File: config.mk
export PLATFORM = sky130hd
export DESIGN_NAME = pwr_disable_ctrl
export DESIGN_NICKNAME = d
export VERILOG_FILES = /design/src/rtl/pdc_pkg.sv /design/src/rtl/pdc_sync.sv /design/src/rtl/pdc_fsm.sv /design/src/rtl/pdc_outmap.sv /design/src/rtl/pwr_disable_ctrl.sv
export SDC_FILE = /design/constraint.sdc
export NUM_CORES = 1
export LEC_CHECK = 0
export BUFFER_PORTS_ARGS = -buffer_cell sky130_fd_sc_hd__clkbuf_2
export CAP_MARGIN = 15
export CORE_AREA = 4 4 41 43
export DETAILED_ROUTE_END_ITERATION = 7
export DIE_AREA = 0 0 45 47
export PLACE_DENSITY = 0.49
export SYNTH_ARGS = -nofsm -noshare
export SYNTH_HDL_FRONTEND = slang
export SYNTH_SLANG_ARGS = --single-unit
File: constraint.sdc
create_clock -name clk -period 1.28 [get_ports clk]
set_input_delay 0 -clock clk [delete_from_list [all_inputs] [get_ports clk]]
set_output_delay 0 -clock clk [all_outputs]
set_load 0.05 [all_outputs]
File: src/rtl/pdc_pkg.sv
package pdc_pkg;

    typedef enum logic [2:0] {
        ST_BOOT_WAIT   = 3'b000,
        ST_ON          = 3'b001,
        ST_OFF         = 3'b010,
        ST_RELOAD_WAIT = 3'b100
    } pdc_state_e;

    typedef struct packed {
        pdc_state_e state;
        logic       allow;
        logic       sbclk;
        logic       rst_prev;
        logic       pulse;
    } pdc_regs_t;

    localparam pdc_regs_t PDC_RESET = '{
        state:    ST_BOOT_WAIT,
        allow:    1'b0,
        sbclk:    1'b0,
        rst_prev: 1'b1,
        pulse:    1'b0
    };

endpackage

File: src/rtl/pdc_sync.sv
module pdc_sync #(
    parameter int   STAGES  = 2,
    parameter logic RST_VAL = 1'b1
) (
    input  logic clk,
    input  logic rst_n,
    input  logic d,
    output logic q
);

    generate
        if (STAGES < 2) begin : g_single
            logic flop_q;
            always_ff @(posedge clk or negedge rst_n) begin
                if (!rst_n) flop_q <= RST_VAL;
                else        flop_q <= d;
            end
            assign q = flop_q;
        end else begin : g_chain
            logic [STAGES-1:0] chain_q;
            always_ff @(posedge clk or negedge rst_n) begin
                if (!rst_n) chain_q <= {STAGES{RST_VAL}};
                else        chain_q <= {chain_q[STAGES-2:0], d};
            end
            assign q = chain_q[STAGES-1];
        end
    endgenerate

endmodule

File: src/rtl/pdc_fsm.sv
module pdc_fsm
    import pdc_pkg::*;
(
    input  logic       clk,
    input  logic       rst_n,
    input  logic       req_act,
    input  logic       bus_rst_n,
    input  logic       cfg_done,
    input  logic       cfg_allow_in,
    input  logic       cfg_sbclk_in,
    output pdc_state_e state_o,
    output logic       allow_o,
    output logic       sbclk_o,
    output logic       pulse_o
);

    pdc_regs_t r_q;
    pdc_regs_t r_d;
    logic      load_ok;
    logic      bus_release;

    always_comb begin
        r_d          = r_q;
        r_d.rst_prev = bus_rst_n;
        load_ok      = cfg_done && bus_rst_n;
        bus_release  = bus_rst_n && !r_q.rst_prev;

        case (r_q.state)
            ST_BOOT_WAIT, ST_RELOAD_WAIT: begin
                if (load_ok) begin
                    r_d.state = ST_ON;
                    r_d.allow = cfg_allow_in;
                    r_d.sbclk = cfg_sbclk_in;
                end
            end
            ST_ON: begin
                if (!bus_rst_n)
                    r_d.state = ST_RELOAD_WAIT;
                else if (req_act && r_q.allow)
                    r_d.state = ST_OFF;
            end
            ST_OFF: begin
                if (bus_release)
                    r_d.state = ST_RELOAD_WAIT;
                else if (!req_act)
                    r_d.state = ST_ON;
            end
            default: r_d.state = ST_BOOT_WAIT;
        endcase

        r_d.pulse = (r_d.state == ST_OFF) != (r_q.state == ST_OFF);
    end

    always_ff @(posedge clk or negedge rst_n) begin
        if (!rst_n) r_q <= PDC_RESET;
        else        r_q <= r_d;
    end

    assign state_o = r_q.state;
    assign allow_o = r_q.allow;
    assign sbclk_o = r_q.sbclk;
    assign pulse_o = r_q.pulse;

endmodule

File: src/rtl/pdc_outmap.sv
module pdc_outmap
    import pdc_pkg::*;
(
    input  pdc_state_e state_i,
    input  logic       sbclk_i,
    output logic       link_l3_o,
    output logic       phy_pwrdn_o,
    output logic       tristate_o,
    output logic       sbclk_keep_o
);

    logic off_mode;

    always_comb begin
        off_mode     = (state_i == ST_OFF);
        link_l3_o    = off_mode;
        phy_pwrdn_o  = off_mode;
        tristate_o   = off_mode;
        sbclk_keep_o = sbclk_i;
    end

endmodule

File: src/rtl/pwr_disable_ctrl.sv
module pwr_disable_ctrl
    import pdc_pkg::*;
#(
    parameter int SYNC_STAGES = 2
) (
    input  logic clk,
    input  logic rst_n,
    input  logic disable_req_n,
    input  logic bus_rst_n,
    input  logic cfg_done,
    input  logic cfg_dis_allow,
    input  logic cfg_sbclk_out_en,
    output logic link_l3_req,
    output logic phy_pwrdn,
    output logic out_tristate,
    output logic sbclk_keep,
    output logic mode_evt
);

    logic       req_n_sync;
    logic       req_act;
    logic       allow_q;
    logic       sbclk_q;
    pdc_state_e state_q;

    pdc_sync #(
        .STAGES  (SYNC_STAGES),
        .RST_VAL (1'b1)
    ) u_sync (
        .clk   (clk),
        .rst_n (rst_n),
        .d     (disable_req_n),
        .q     (req_n_sync)
    );

    assign req_act = ~req_n_sync;

    pdc_fsm u_fsm (
        .clk          (clk),
        .rst_n        (rst_n),
        .req_act      (req_act),
        .bus_rst_n    (bus_rst_n),
        .cfg_done     (cfg_done),
        .cfg_allow_in (cfg_dis_allow),
        .cfg_sbclk_in (cfg_sbclk_out_en),
        .state_o      (state_q),
        .allow_o      (allow_q),
        .sbclk_o      (sbclk_q),
        .pulse_o      (mode_evt)
    );

    pdc_outmap u_outmap (
        .state_i      (state_q),
        .sbclk_i      (sbclk_q),
        .link_l3_o    (link_l3_req),
        .phy_pwrdn_o  (phy_pwrdn),
        .tristate_o   (out_tristate),
        .sbclk_keep_o (sbclk_keep)
    );

endmodule

After elaboration in Yosys (flattened, before gate mapping)
Index checks and enable logic that the tools add are counted.

Flip-flop bits (word level): 9. Bits of input ports: 7. Output and inout port bits: 5. Word-level logic and storage cells: 25.

Eq/ne operators: 5. Mux-type cells: 6. Bitwise operators: 1. Reduce and logical (&&, ||, !) cells: 7.

Operator list (count): $mux W3 (4); $pmux W3 S3 (1); $eq A3 B2 Y1 const B (2); $mux W5 (1); $eq A3 B1 Y1 const B (1); $eq A3 B3 Y1 const B (1); $logic_and A1 B1 Y1 (3); $logic_not A3 Y1 (1); $reduce_and A2 Y1 (1); $reduce_or A2 Y1 (1); $logic_not A1 Y1 (1); $ne A1 B1 Y1 (1); $not A1 Y1 (1).

Longest topological paths before layout
Word-level depth: 7. Gate-level depth with buffers: 3. Mapped depth without buffers: 3.

Cells and area by module
From an unflattened synthesis, not the netlist that was laid out.

Cells, all modules: 40. Area total of the unflattened synthesis: 452.9 um2.

By module, submodules not included: pdc_fsm (instances 1, cells each 33, area each 361.6 um2, sequential area each 176.4 um2); pdc_sync (instances 1, cells each 2, area each 52.6 um2, sequential area each 52.6 um2); pdc_outmap (instances 1, cells each 4, area each 35.0 um2, sequential area each 0.0 um2); pwr_disable_ctrl (instances 1, cells each 1, area each 3.8 um2, sequential area each 0.0 um2).

Least setup slack after synthesis
Ideal clock, no wire load.

Path type: reg2reg. From: register u_fsm.r_q (netlist bit u_fsm.state_o[0]). To: register u_fsm.r_q (netlist bit u_fsm.pulse_o). Library setup time: 121 ps. Arrival time: 1583 ps. Required time: 1159 ps. Slack: -425 ps. Cell stages (with the launch flop): 4. Buffers on the path: 0. Clock period less this slack: 1705 ps. Path through: dfrtp_1 -> nor3b_2 -> o21ai_2 -> o22a_1.

RTL lines: start, declared (RTL line pdc_fsm.sv:17) `pdc_regs_t r_q;`; start signal, assigned (RTL line pdc_fsm.sv:56) `else r_q <= r_d;`.

Final worst setup path
From: register u_fsm.r_q (netlist bit u_fsm.state_o[2]). To: output port out_tristate.

Cells in the longest elaborated chain, start to end: 1.

Ends and longest elaborated chain: $eq A3 B2 Y1 (RTL line pdc_outmap.sv:15) `off_mode = (state_i == ST_OFF);`; end, declared (RTL line pwr_disable_ctrl.sv:15) `output logic out_tristate,`.

No other way between the ends.

==> results by group <==
Global route
  • Largest net degree at the start of global routing: 10
  • Vias in the first global route: 312
  • First-pass GRT wire length: 1280 um
  • Number of antenna violations at the first check in global routing: 0
  • Total global routing track utilization: 8.62%
  • Gr ovfl total: 0

Synth
  • Sequential-to-total area share from yosys stat: 56.0%
  • Number of register bits inferred by synthesis: 9
  • Synthesis Warnings: 0
  • Synthesized Nets: 42
  • Number of unique standard cell types used by synthesis: 23
  • Post-synthesis instance total: 35
  • Avg Cell Area, Syn: 11.7 um2
  • Cell Area, Synth: 409 um2

Critical path
  • End of the critical path: out_tristate
  • End of the worst register-to-register path: u_fsm.sbclk_o$_DFFE_PN0P_
  • CP cell instances: nor3b_4 -> buf_4
  • Worst endpoint required time: 1.28 ns
  • FF-to-FF setup slack: 0.06 ns
  • CP Class: reg2out
  • R2R Path Start: u_fsm.state_o[0]$_DFF_PN0_
  • Startpoint kind of the worst setup timing path: flop
  • Worst stage delay on the critical path: 0.44 ns
  • Depth of the most critical reg-to-reg path: 2
  • Critical-path top delay cell: dfrtp_1
  • Worst Setup End Kind: primary output
  • Startpoint of the worst setup timing path: u_fsm.state_o[2]$_DFF_PN0_
  • Critical path arrival: 1.24 ns
  • Kind of cell adding the most delay to the critical path: flip-flops
  • Sum of buffers and inverters on the critical path: 1
  • Critical-path maximum fanout: 5
  • Critical Path Stages: 2

Clock network
  • Number of sinks on the clock net: 9
  • Library cell used as clock root buffer: clkbuf_4
  • TritonCTS buffer count: 3
  • CTS clk-pin slew, worst paths: 0.06 ns
  • Maximum clock insertion buffer count: 2
  • H-tree levels: 1
  • TritonCTS clock tree: yes
  • Worst-skew pair later-pin latency: 0.25 ns

Power and ir drop
  • Leakage dissipation: 0.254 nW
  • Maximum VDD drop: 655 uV
  • Power per Cell Area: 1240 nW/um2

STA
  • Post-route worst setup slack: 0.0374 ns
  • Number of setup violations in the final report: 0
  • Unrepaired setup endpoints after global routing: true
  • Final worst-path cycle share: 97.1%
  • Headroom to the max-slew limit: 81.6%
  • Pin slew with the least headroom to its limit: 0.278 ns
  • Final Hold Violating Endpoints: 0
  • F_max: 805 MHz
  • Max Slew Vio Count: 0
  • Shortest period the worst path allows: 1.24 ns
  • Largest clock skew in the final design: 0.000310 ns

Die
  • Die extent in x: 45 um
  • Die outline area: 2120 um2
  • Num ports: 12
  • Site Rows: 13
  • Core Box Area: 1300 um2
  • Effective utilization at floorplan: 31.4%
  • Vertical die dimension: 47 um

Drt
  • Starting DRT DRC Count: 1
  • Via-to-Cell Ratio: 4.55
  • Total wirelength of the detailed-routed design: 744 um
  • 1st-pass router iterations: 2
  • Number of remaining DRC errors: 0
  • Routed wire length per instance: 10.8 um
  • Final ANT Viol Nets: 0
  • Total number of vias: 314

Placement
  • Count of buffers from port buffering: 11
  • Post-detailed-placement half-perimeter wirelength: 598 um
  • Final estimated routing congestion in global placement: 0.722
  • Setup Slack @ Placement: 0.0601 ns

Finish
  • Final-stage net count: 62
  • Ratio of cells with drive above 1 in the final layout: 42.6%
  • Final design utilization: 43.5%
  • # diodes: 0
  • Most frequent standard cell in the layout excluding fill and tap cells: clkbuf_2
  • Commonest cells after routing, fill and taps aside: 8 x clkbuf_2, 6 x dfrtp_1, 5 x dlygate4sd3_1
  • Area growth syn-to-layout: 38.2%

Job
  • Max-cap check violation count: 0

Status
  • Status: finished clean

Worst hold path
  • Type of the worst min-delay path: in2async
[synth_stat cells, drive strengths merged]
cell / count / area [um2]
dfrtp: 6 / 150
inv: 5 / 18.8
dfstp: 3 / 78.8
buf: 2 / 15.0
nand2: 2 / 7.51
nor3b: 2 / 20.0
o21ai: 2 / 13.8
a21oi: 1 / 5.00
a31oi: 1 / 6.26
a32oi: 1 / 8.76
and4bb: 1 / 16.3
mux2: 1 / 15.0
nand2b: 1 / 6.26
nand4: 1 / 6.26
nand4bb: 1 / 11.3
nor2: 1 / 3.75
nor3: 1 / 5.00
o22a: 1 / 8.76
o22ai: 1 / 6.26
or2: 1 / 6.26
[worst register-to-register path, cell delays in order (launching register included)]
cell and delay [ns]:
dfrtp_1 0.43, and4bb_4 0.37, mux2_4 0.30
[registers in the layout, indices dropped and copies added (netlist names)]
name and flops:
u_fsm.allow_o 1, u_fsm.pulse_o 1, u_fsm.r_q 1, u_fsm.sbclk_o 1
u_fsm.state_o 3, u_sync.g_chain.chain_q 2
[metal layers]
| layer | global-route usage [%] | share of wire (%) | vias up |
|---|---|---|---|
| met2 | 14.1 | 50 | 10 |
| li1 | - | - | 158 |
| met4 | 5.26 | 0 | 0 |
| met1 | 9.13 | 43 | 146 |
| met3 | 3.83 | 7.1 | 0 |
| met5 | 0 | 0 | - |
[cell type report]
| class | instances | area (um2) |
|---|---|---|
| inverters | 5 | 18.8 |
| flip-flops and latches | 9 | 229 |
| clock buffers | 4 | 26.3 |
| well taps | 15 | 18.8 |
| repair buffers | 17 | 120 |
| multi-input cells | 19 | 153 |
| fillers | 135 | 736 |
[where the power goes]
part	total (mW)	switching [mW]	leakage (nW)	internal [mW]
clock	0.208	0.0885	0.0150	0.119
combinational	0.148	0.0851	0.129	0.0630
sequential	0.347	0.0277	0.110	0.319
[how the worst min path moves through the flow]
stage	slack [ns]	start	endpoint
2_1_floorplan	-0.30	rst_n	u_fsm.allow_o$_DFFE_PN0P_
3_3_place_gp	-0.14	rst_n	u_fsm.sbclk_o$_DFFE_PN0P_
3_5_place_dp	-0.14	rst_n	u_fsm.sbclk_o$_DFFE_PN0P_
4_1_cts	0.12	rst_n	u_fsm.allow_o$_DFFE_PN0P_
5_1_grt	0.14	rst_n	u_fsm.allow_o$_DFFE_PN0P_
6_report	0.13	rst_n	u_fsm.state_o[0]$_DFF_PN0_
[through the flow]
stage	std cells	hold WS [ns]	setup TNS (ns)	power [mW]	instance area, um2
after detailed placement	59	-0.136	0	0.487	474
final	69	0.126	0	0.703	566
after global placement	59	-0.137	0	0.483	474
after global routing	69	0.137	-0.0680	0.745	566
after CTS	68	0.125	-0.0387	0.713	558
after floorplan	35	-0.296	-0.532	0.448	415
[logic make-up (layout without fill, tap and decap cells)]
group                  Yosys count  after routing  share of synthesized area [%]
buffers and inverters            7             26                           8.25
AOI/OAI and AO/OA                7              7                           11.9
muxes                            1              1                           3.67
DFF                              9              9                           56.0
and+or+nand+nor                 11             11                           20.2
[timing repair]
item / 4_1_cts / 5_1_grt
endpoints found under the setup margin: 3 / 4
hold buffers: 5 / 0
endpoints found under the hold margin: 13 / 0
pin swaps: 0 / 1
gates resized for setup: 3 / 3
buffers inserted: 0 / 1
No activity file was read; power rests on OpenSTA's default activity.
